File: src/rtl/usbhs_pkg.sv
package usbhs_pkg;
  typedef enum logic [1:0] {TOK_SETUP = 2'd0, TOK_OUT = 2'd1, TOK_IN = 2'd2, TOK_RSVD = 2'd3} tok_kind_e;
  typedef enum logic [1:0] {RTOK_NONE = 2'd0, RTOK_SETUP = 2'd1, RTOK_OUT0 = 2'd2, RTOK_OUTN = 2'd3} rtok_e;
  typedef enum logic [1:0] {RPL_ACK = 2'd0, RPL_NAK = 2'd1, RPL_PID = 2'd2, RPL_DATA = 2'd3} rpl_e;
  localparam logic [7:0] PID_ACK  = 8'hD2;
  localparam logic [7:0] PID_NAK  = 8'h5A;
  localparam int         HS_BIT   = 4;
  localparam int         DATA_MIN = 4;
endpackage

File: src/rtl/usbhs_rx_ctl.sv
module usbhs_rx_ctl
  import usbhs_pkg::*;
#(
  parameter int BUF_SIZE = 11,
  parameter int LEN_W    = 8,
  parameter int OFS_W    = 4
) (
  input  logic             clk,
  input  logic             rst,
  input  logic             tok_set,
  input  logic [1:0]       tok_mark,
  input  logic             data_valid,
  input  logic [LEN_W-1:0] data_len,
  input  logic             fw_rx_wr,
  input  logic [LEN_W-1:0] fw_rx_val,
  output logic             data_fire,
  output logic             data_nak,
  output logic             in_block,
  output logic [LEN_W-1:0] rx_len,
  output logic [1:0]       rx_tok,
  output logic [OFS_W-1:0] rx_ofs,
  output logic [1:0]       cur_tok
);
  logic accept;

  always_comb begin
    data_fire = data_valid && (cur_tok != RTOK_NONE);
    data_nak  = (rx_len != '0);
    accept    = data_fire && !data_nak && (data_len >= LEN_W'(DATA_MIN));
    // positive length means unread data: IN must wait
    in_block  = !rx_len[LEN_W-1] && (rx_len != '0);
  end

  always_ff @(posedge clk) begin
    if (rst) begin
      cur_tok <= RTOK_NONE;
      rx_len  <= '0;
      rx_tok  <= RTOK_NONE;
      rx_ofs  <= '0;
    end else begin
      if (tok_set) cur_tok <= tok_mark;
      if (accept) begin
        rx_len <= data_len;
        rx_tok <= cur_tok;
        rx_ofs <= OFS_W'(BUF_SIZE) - rx_ofs;
      end else if (fw_rx_wr) begin
        rx_len <= fw_rx_val;
      end
    end
  end
endmodule

File: src/rtl/usbhs_tx_slots.sv
module usbhs_tx_slots
  import usbhs_pkg::*;
#(
  parameter int NUM_EP = 3,
  parameter int SEL_W  = 2
) (
  input  logic             clk,
  input  logic             rst,
  input  logic             in_go,
  input  logic [SEL_W-1:0] in_sel,
  input  logic             fw_wr,
  input  logic [SEL_W-1:0] fw_sel,
  input  logic [7:0]       fw_val,
  output logic [7:0]       slot_val,
  output logic             slot_hs
);
  logic [NUM_EP*8-1:0] slot_flat;

  for (genvar i = 0; i < NUM_EP; i++) begin : g_slot
    logic [7:0] q;
    always_ff @(posedge clk) begin
      if (rst) begin
        q <= PID_NAK;
      end else if (in_go && in_sel == SEL_W'(i) && !q[HS_BIT]) begin
        q <= PID_NAK;  // data leaves: slot falls back to NAK immediately
      end else if (fw_wr && fw_sel == SEL_W'(i)) begin
        q <= fw_val;
      end
    end
    assign slot_flat[i*8 +: 8] = q;
  end

  always_comb begin
    slot_val = PID_NAK;
    for (int i = 0; i < NUM_EP; i++)
      if (in_sel == SEL_W'(i)) slot_val = slot_flat[i*8 +: 8];
    slot_hs = slot_val[HS_BIT];
  end
endmodule

File: src/rtl/usbhs_resp.sv
module usbhs_resp
  import usbhs_pkg::*;
#(
  parameter int BUF_SIZE = 11,
  parameter int LEN_W    = 8,
  parameter int ADDR_W   = 7,
  parameter int EP3_EN   = 1,
  localparam int NUM_EP  = (EP3_EN != 0) ? 3 : 2,
  localparam int SEL_W   = 2,
  localparam int OFS_W   = $clog2(BUF_SIZE + 1)
) (
  input  logic              clk,
  input  logic              rst,
  input  logic              tok_valid,
  input  logic [1:0]        tok_kind,
  input  logic              tok_ep_hi,
  input  logic              tok_ep_alt,
  input  logic              data_valid,
  input  logic [LEN_W-1:0]  data_len,
  input  logic              fw_rx_wr,
  input  logic [LEN_W-1:0]  fw_rx_val,
  input  logic              fw_tx_wr,
  input  logic [1:0]        fw_tx_sel,
  input  logic [7:0]        fw_tx_val,
  input  logic              fw_addr_wr,
  input  logic [ADDR_W-1:0] fw_addr_val,
  output logic              reply_stb,
  output logic [1:0]        reply_kind,
  output logic [7:0]        reply_code,
  output logic [1:0]        reply_ep,
  output logic [LEN_W-1:0]  rx_len,
  output logic [1:0]        rx_tok,
  output logic [OFS_W-1:0]  rx_ofs,
  output logic [ADDR_W-1:0] dev_addr
);
  logic             tok_set, in_tok, in_go;
  logic [1:0]       tok_mark;
  logic [SEL_W-1:0] in_sel;
  logic             data_fire, data_nak, in_block;
  logic [1:0]       cur_tok;
  logic [7:0]       slot_val;
  logic             slot_hs;
  logic [ADDR_W-1:0] addr_pend;

  always_comb begin
    tok_set  = tok_valid && (tok_kind == TOK_SETUP || tok_kind == TOK_OUT);
    tok_mark = (tok_kind == TOK_SETUP) ? RTOK_SETUP : (tok_ep_hi ? RTOK_OUTN : RTOK_OUT0);
    in_tok   = tok_valid && (tok_kind == TOK_IN);
    in_sel   = !tok_ep_hi ? 2'd0 : ((EP3_EN != 0 && tok_ep_alt) ? 2'd2 : 2'd1);
    in_go    = in_tok && !in_block;
  end

  usbhs_rx_ctl #(.BUF_SIZE(BUF_SIZE), .LEN_W(LEN_W), .OFS_W(OFS_W)) u_rx (
    .clk(clk), .rst(rst), .tok_set(tok_set), .tok_mark(tok_mark),
    .data_valid(data_valid), .data_len(data_len),
    .fw_rx_wr(fw_rx_wr), .fw_rx_val(fw_rx_val),
    .data_fire(data_fire), .data_nak(data_nak), .in_block(in_block),
    .rx_len(rx_len), .rx_tok(rx_tok), .rx_ofs(rx_ofs), .cur_tok(cur_tok)
  );

  usbhs_tx_slots #(.NUM_EP(NUM_EP), .SEL_W(SEL_W)) u_tx (
    .clk(clk), .rst(rst), .in_go(in_go), .in_sel(in_sel),
    .fw_wr(fw_tx_wr), .fw_sel(fw_tx_sel), .fw_val(fw_tx_val),
    .slot_val(slot_val), .slot_hs(slot_hs)
  );

  always_ff @(posedge clk) begin
    if (rst) begin
      reply_stb  <= 1'b0;
      reply_kind <= RPL_ACK;
      reply_code <= '0;
      reply_ep   <= '0;
      addr_pend  <= '0;
      dev_addr   <= '0;
    end else begin
      reply_stb <= 1'b0;
      if (fw_addr_wr) addr_pend <= fw_addr_val;
      if (data_fire) begin
        reply_stb  <= 1'b1;
        reply_kind <= data_nak ? RPL_NAK : RPL_ACK;
        reply_code <= data_nak ? PID_NAK : PID_ACK;
        reply_ep   <= '0;
      end else if (in_tok) begin
        reply_stb <= 1'b1;
        reply_ep  <= in_sel;
        if (in_block) begin
          reply_kind <= RPL_NAK;
          reply_code <= PID_NAK;
        end else if (slot_hs) begin
          reply_kind <= RPL_PID;
          reply_code <= slot_val;
        end else begin
          reply_kind <= RPL_DATA;
          reply_code <= slot_val;
          dev_addr   <= addr_pend;
        end
      end
    end
  end
endmodule

File: config.mk
export PLATFORM = sky130hd
export DESIGN_NAME = usbhs_resp
export DESIGN_NICKNAME = d
export VERILOG_FILES = /design/src/rtl/usbhs_pkg.sv /design/src/rtl/usbhs_rx_ctl.sv /design/src/rtl/usbhs_tx_slots.sv /design/src/rtl/usbhs_resp.sv
export SDC_FILE = /design/constraint.sdc
export NUM_CORES = 1
export LEC_CHECK = 0
export CORE_ASPECT_RATIO = 0.8
export CORE_MARGIN = 10
export CORE_UTILIZATION = 40
export CTS_BUF_LIST = sky130_fd_sc_hd__clkbuf_4 sky130_fd_sc_hd__clkbuf_8 sky130_fd_sc_hd__clkbuf_16
export DETAILED_ROUTE_END_ITERATION = 10
export DONT_BUFFER_PORTS = 1
export PLACE_DENSITY = 0.54
export RECOVER_POWER = 50
export SKIP_LAST_GASP = 1
export SLEW_MARGIN = 20
export SYNTH_ARGS = -nofsm -noshare
export SYNTH_HDL_FRONTEND = slang
export SYNTH_SLANG_ARGS = --single-unit
File: constraint.sdc
create_clock -name clk -period 3.6 [get_ports clk]
set_input_delay 0.36 -clock clk [delete_from_list [all_inputs] [get_ports clk]]
set_output_delay 0.36 -clock clk [all_outputs]
set_load 0.01 [all_outputs]
[Word-level counts from Yosys, hierarchy flattened]
Index checks and enable logic that the tools add are counted.
Cells by class
  muxes and demuxes: 20
  add/sub/neg operators: 1
  equality and inequality tests: 6
  order comparisons: 1
  bitwise gates (word level): 3
  reductions and logical operators: 35
Operators with widths (count)
  $mux W8: 9
  $logic_and A1 B1 Y1: 16
  $mux W2: 6
  $ge A8 B3 Y1 const B: 1
  $reduce_bool A8 Y1: 1
  $reduce_or A2 Y1: 4
  $eq A2 B1 Y1 const B: 3
  $eq A2 B2 Y1 const B: 3
  $logic_not A1 Y1: 6
  $logic_not A2 Y1: 3
  $reduce_bool A2 Y1: 3
  $mux W1: 5
  $reduce_and A4 Y1: 1
  $sub A4 B4 Y4 const A: 1
  $not A1 Y1: 3
  $logic_or A1 B1 Y1: 1
Word-level totals
  register bits after elaboration: 67
  word-level logic and storage cells: 79
  bits of input ports: 44
  output and inout bits: 34

[Depth between registers and ports, before layout]
  word-level depth: 10
  depth in mapped cells: 6
  gate-level depth less buffers: 4

[Hierarchy]
Synthesis repeated with hierarchy kept, for this count alone.
Unflattened totals
  cell total of the unflattened synthesis: 316
  area, all modules: 3134.3 sq um
By module, submodules not included
  usbhs_resp: cells each 121, sequential area each 540.5 sq um, times used 1, area an instance 1143.6 sq um
  usbhs_tx_slots: cells each 114, sequential area each 480.5 sq um, times used 1, area an instance 1141.1 sq um
  usbhs_rx_ctl: cells each 81, sequential area each 300.3 sq um, times used 1, area an instance 849.6 sq um

[Worst setup path after synthesis]
Ideal clock, no wire load.
  path type: flip-flop to flip-flop
  from: reg u_rx.rx_len[0]
  to: reg dev_addr[0]
  data required time: 3528 ps
  cell stages (with the launch flop): 5
  arrival time: 1604 ps
  period minus slack after synthesis: 1676 ps
  library setup time: 72 ps
  buffers on the path: 0
  path slack: 1924 ps
  path through: dfxtp_1 > nor4_4 > a21oi_2 > nor4_4 > mux2i_1
Between the ends
  word-level cells in the longest chain between the ends: 4
RTL lines
  start, declared: line usbhs_rx_ctl.sv:19  | output logic [LEN_W-1:0] rx_len,
  start signal, assigned: line usbhs_rx_ctl.sv:43  | rx_len <= data_len;
  start signal, assigned: line usbhs_rx_ctl.sv:47  | rx_len <= fw_rx_val;
  $reduce_bool A8 Y1: line usbhs_rx_ctl.sv:31  | in_block = !rx_len[LEN_W-1] && (rx_len != '0);
  $logic_and A1 B1 Y1: line usbhs_rx_ctl.sv:31
  $not A1 Y1 (no line)
  $reduce_and A4 Y1 (no line)
  end signal, assigned: line usbhs_resp.sv:95  | dev_addr <= addr_pend;
  end, declared: line usbhs_resp.sv:34  | output logic [ADDR_W-1:0] dev_addr
No other way between the ends.
A chain may end at the register's enable or synchronous reset.

[Worst setup path after layout]
  from: reg u_rx.rx_len[4]
  to: reg u_rx.rx_ofs[1]
Between the ends
  word-level cells in the longest chain between the ends: 4
RTL lines
  $reduce_bool A8 Y1: line usbhs_rx_ctl.sv:28  | data_nak = (rx_len != '0);
  $logic_not A1 Y1: line usbhs_rx_ctl.sv:29  | accept = data_fire && !data_nak && (data_len >= LEN_W'(DATA_MIN));
  $logic_and A1 B1 Y1 (2 in a row): line usbhs_rx_ctl.sv:29
  end signal, assigned: line usbhs_rx_ctl.sv:45  | rx_ofs <= OFS_W'(BUF_SIZE) - rx_ofs;
  end, declared: line usbhs_rx_ctl.sv:21  | output logic [OFS_W-1:0] rx_ofs,
No other way between the ends.

==> flow_summary_export.csv <==
group,metric,value,unit
pwr,pwr-share-seq,52.8,%
worst_hold_path,min-delay-start,"rst",
clock_tree,clk_pin_slew_worst_paths,0.07,ns
floorplan,dieArea,10900,um^2
global_route,grt_pass1_wl,10.9,mm
setup_path,crit_path_max_fanout,16,
detailed_routing,drtAntennaViolNets,0,
detailed_routing,drt-initial-drc-count,51,
synthesis,ys_async_sr_fraction,0,%
detailed_routing,wl_per_cell,18.1,um
synthesis,synth_edf_count,0,
clock_tree,cts_sinks,66,
clock_tree,clock-root-buffer,"clkbuf_8",
clock_tree,clk_latency,0.34,ns
detailed_routing,drt_wl_total,7.03,mm
pwr,internal_power,1.14,mW
setup_path,critPathLaunch,"u_rx.rx_len[4]$_SDFFE_PP0P_",
synthesis,synth_seq_cells,66,
final_layout,synthToLayoutAreaGrowth,7.31,%
floorplan,io_pins,78,
floorplan,die_w,115,um
synthesis,netlist_area,2860,um^2
status,status,"completed",
sta,slew_headroom,46.5,%
pwr,p_sw,0.366,mW
placement,gp_congestion,0.746,
pwr,p_leak,1.22,nW
clock_tree,cts_hold_buf,0,
synthesis,yosysWarnings,0,
detailed_routing,via_per_inst,5.40,
pwr,switching_share,24.3,%
setup_path,end_kind,"flip-flop",
setup_path,cp_cell_sequence,"nor4_1 -> nand3_1 -> or3_1 -> a21oi_1",
final_layout,nFillCells,671,
synthesis,synthCells,306,
placement,numPortBuffers,0,
detailed_routing,dr.pass1.iters,4,
synthesis,avgSynthCellArea,9.34,um^2
synthesis,syn_nets,350,
pwr,clkPwrFrac,39.1,%
sta,tightest_slew,0.795,ns
floorplan,die_height,95.6,um
sta,hold_viol,0,
setup_path,reg2reg_from,"u_rx.rx_len[4]$_SDFFE_PP0P_",
synthesis,synth_area_leaders,"dfxtp_1, mux2i_1, nor2_1, nand2b_1, a21oi_1",
global_route,grt_start_max_net_pins,56,
global_route,antenna_found_initial,0,
setup_path,critPathMaxStageDelay,0.72,ns
global_route,overflow,0,
pwr,peakVddDrop,0.000204,V
sta,final-setup-viol-count,0,
synthesis,yosysTopAreaCellShare,46.2,%
placement,place_area,2900,um^2
final_layout,utilization,44.3,%
final_layout,n_antenna_cell,0,
sta,finalSetupTns,0,ns
clock_tree,cts_made_buffers,9,
pwr,comb_power_share,8.1,%
sta,fmax,0.417,GHz
sta,period_share,66.6,%
synthesis,synth_top_area_cell,"dfxtp_1",
final_layout,num-nets-final,342,
sta,clock_skew,0.00663,ns
final_layout,drive_above_1_share,7.95,%
setup_path,worstPathArrival,2.67,ns
detailed_routing,vias,2099,
setup_path,path_class,"reg2reg",
sta,rsz0062_at_grt,"false",
synthesis,ys_types,35,
floorplan,placementRows,27,
setup_path,required,3.87,ns
global_route,grtUsageTotal,12.7,%
detailed_routing,drc,0,
setup_path,start_kind,"flip-flop",
pwr,p_total,1.50,mW
global_route,grt_pass1_vias,2074,
setup_path,slowest_stage,"nor4_1",
clock_tree,cts_resized,0,
pwr,cellPowerDensity,490,nW/um^2
synthesis,synth_flop_cell,"dfxtp_1",
sta,drv_slew,0,
final_layout,post-route-cell-area,3070,um^2
run,max_cap_violations,0,
clock_tree,cts_buffer_depth,2,
worst_hold_path,hp-class,"in2reg",
floorplan,core_area,6930,um^2
synthesis,seq_area_frac_synth,46.2,%
clock_tree,cts_tree,"yes",
placement,dp_hpwl,5.19,mm
floorplan,initial_core_util,41.3,%
clock_tree,post_cts_buffers,0,
clock_tree,htree_levels,3,
sta,finalCriticalPeriod,2.40,ns
[flip-flops by register name, summed over array words and instances (netlist names), 3 cells and up]
register       count
u_tx.g_slot.q     24
dev_addr           7
u_rx.rx_ofs        3
u_rx.rx_len        8
addr_pend          7
reply_code         8
[cell type report]
class | instances | area (um^2) | area share [%]
Clock buffer | 13 | 179 | 5.83
Tap cell | 87 | 109 | 3.55
Inverter | 2 | 7.51 | 0.245
Multi-Input combinational cell | 218 | 1430 | 46.7
Sequential cell | 66 | 1320 | 43.1
Timing Repair Buffer | 1 | 7.51 | 0.245
Clock inverter | 2 | 10.0 | 0.326
[synthesized netlist by cell type (4+ instances only)]
cell       n
nand2b_1  15
a211oi_1   7
dfxtp_1   66
buf_1      4
a31o_2     4
nand2_1   20
mux2i_1   54
nand3_1    5
clkbuf_1  14
o21ai_0    9
nor2_1    45
a21oi_1   17
nor3_1    10
[through the flow]
stage          hold slack [ns]  worst slack (ns)  instances
6_report                0.0865              1.20        389
5_1_grt                 0.0523             0.993        389
4_1_cts                 0.0640              1.64        389
2_1_floorplan            0.436              1.92        306
3_5_place_dp             0.438              1.65        374
3_3_place_gp             0.438              1.70        374
[cell usage in the layout, fill, tap and decap left out, types with 2 or more instances in the layout]
cell type,Yosys,routed
mux2i_1,54,54
nor3_1,10,10
a211oi_1,7,7
o21ai_0,9,9
a31oi_1,3,3
nand3b_1,3,3
inv_1,2,2
a21oi_1,17,17
nand3_1,5,5
or3_1,3,3
clkbuf_8,0,13
a31o_2,4,4
o21a_1,2,2
a311oi_1,3,3
nand2b_1,15,15
clkinv_2,0,2
a32oi_1,3,3
nor2_1,45,45
nor4_4,3,2
nand2_1,20,20
dfxtp_1,66,66
[cells by family after synthesis]
group | after synthesis | share of synthesized area (%)
flip-flops | 66 | 46.2
multiplexers | 54 | 18.9
buffers and inverters | 22 | 3.06
other | 1 | 0.131
AO/OA/AOI/OAI | 54 | 12.3
AND/OR/NAND/NOR | 109 | 19.4
[critical path: cells and delay by family, from the launching register on]
family | cells | cell delay, ns
and+or+nand+nor | 3 | 1.84
DFF | 1 | 0.35
AOI/OAI and AO/OA | 1 | 0.14
[final timing paths]
path | end | slack [ns] | cells after the start
worst max register to register | u_rx.rx_ofs[1]$_SDFFE_PP0P_ | 1.20 | 4
worst min register to register | u_tx.g_slot[0].q[6]$_SDFFE_PP1P_ | 0.47 | 2
worst min-delay path | addr_pend[6]$_SDFFE_PP0P_ | 0.09 | 1
worst max-delay path | u_rx.rx_ofs[1]$_SDFFE_PP0P_ | 1.20 | 4
[routing by layer]
| layer | vias to the layer above | global-route usage [%] | wire [um] |
|---|---|---|---|
| li1 | 1064 | - | - |
| met1 | 961 | 15.7 | 3070 |
| met2 | 66 | 17.9 | 3000 |
| met3 | 8 | 7.91 | 883 |
| met4 | 0 | 3.96 | 76 |
| met5 | - | 0 | 0 |
[power by group through the flow]
stage                     combinational, mW  clock [mW]  sequential (mW)
after global routing                  0.138       0.634            0.798
after global placement                0.123           0            0.812
after detailed placement              0.125           0            0.813
after floorplan                       0.122           0            0.804
after CTS                             0.125       0.607            0.796
final                                 0.122       0.588            0.794
Note: power is estimated with default switching activity, not from simulation.
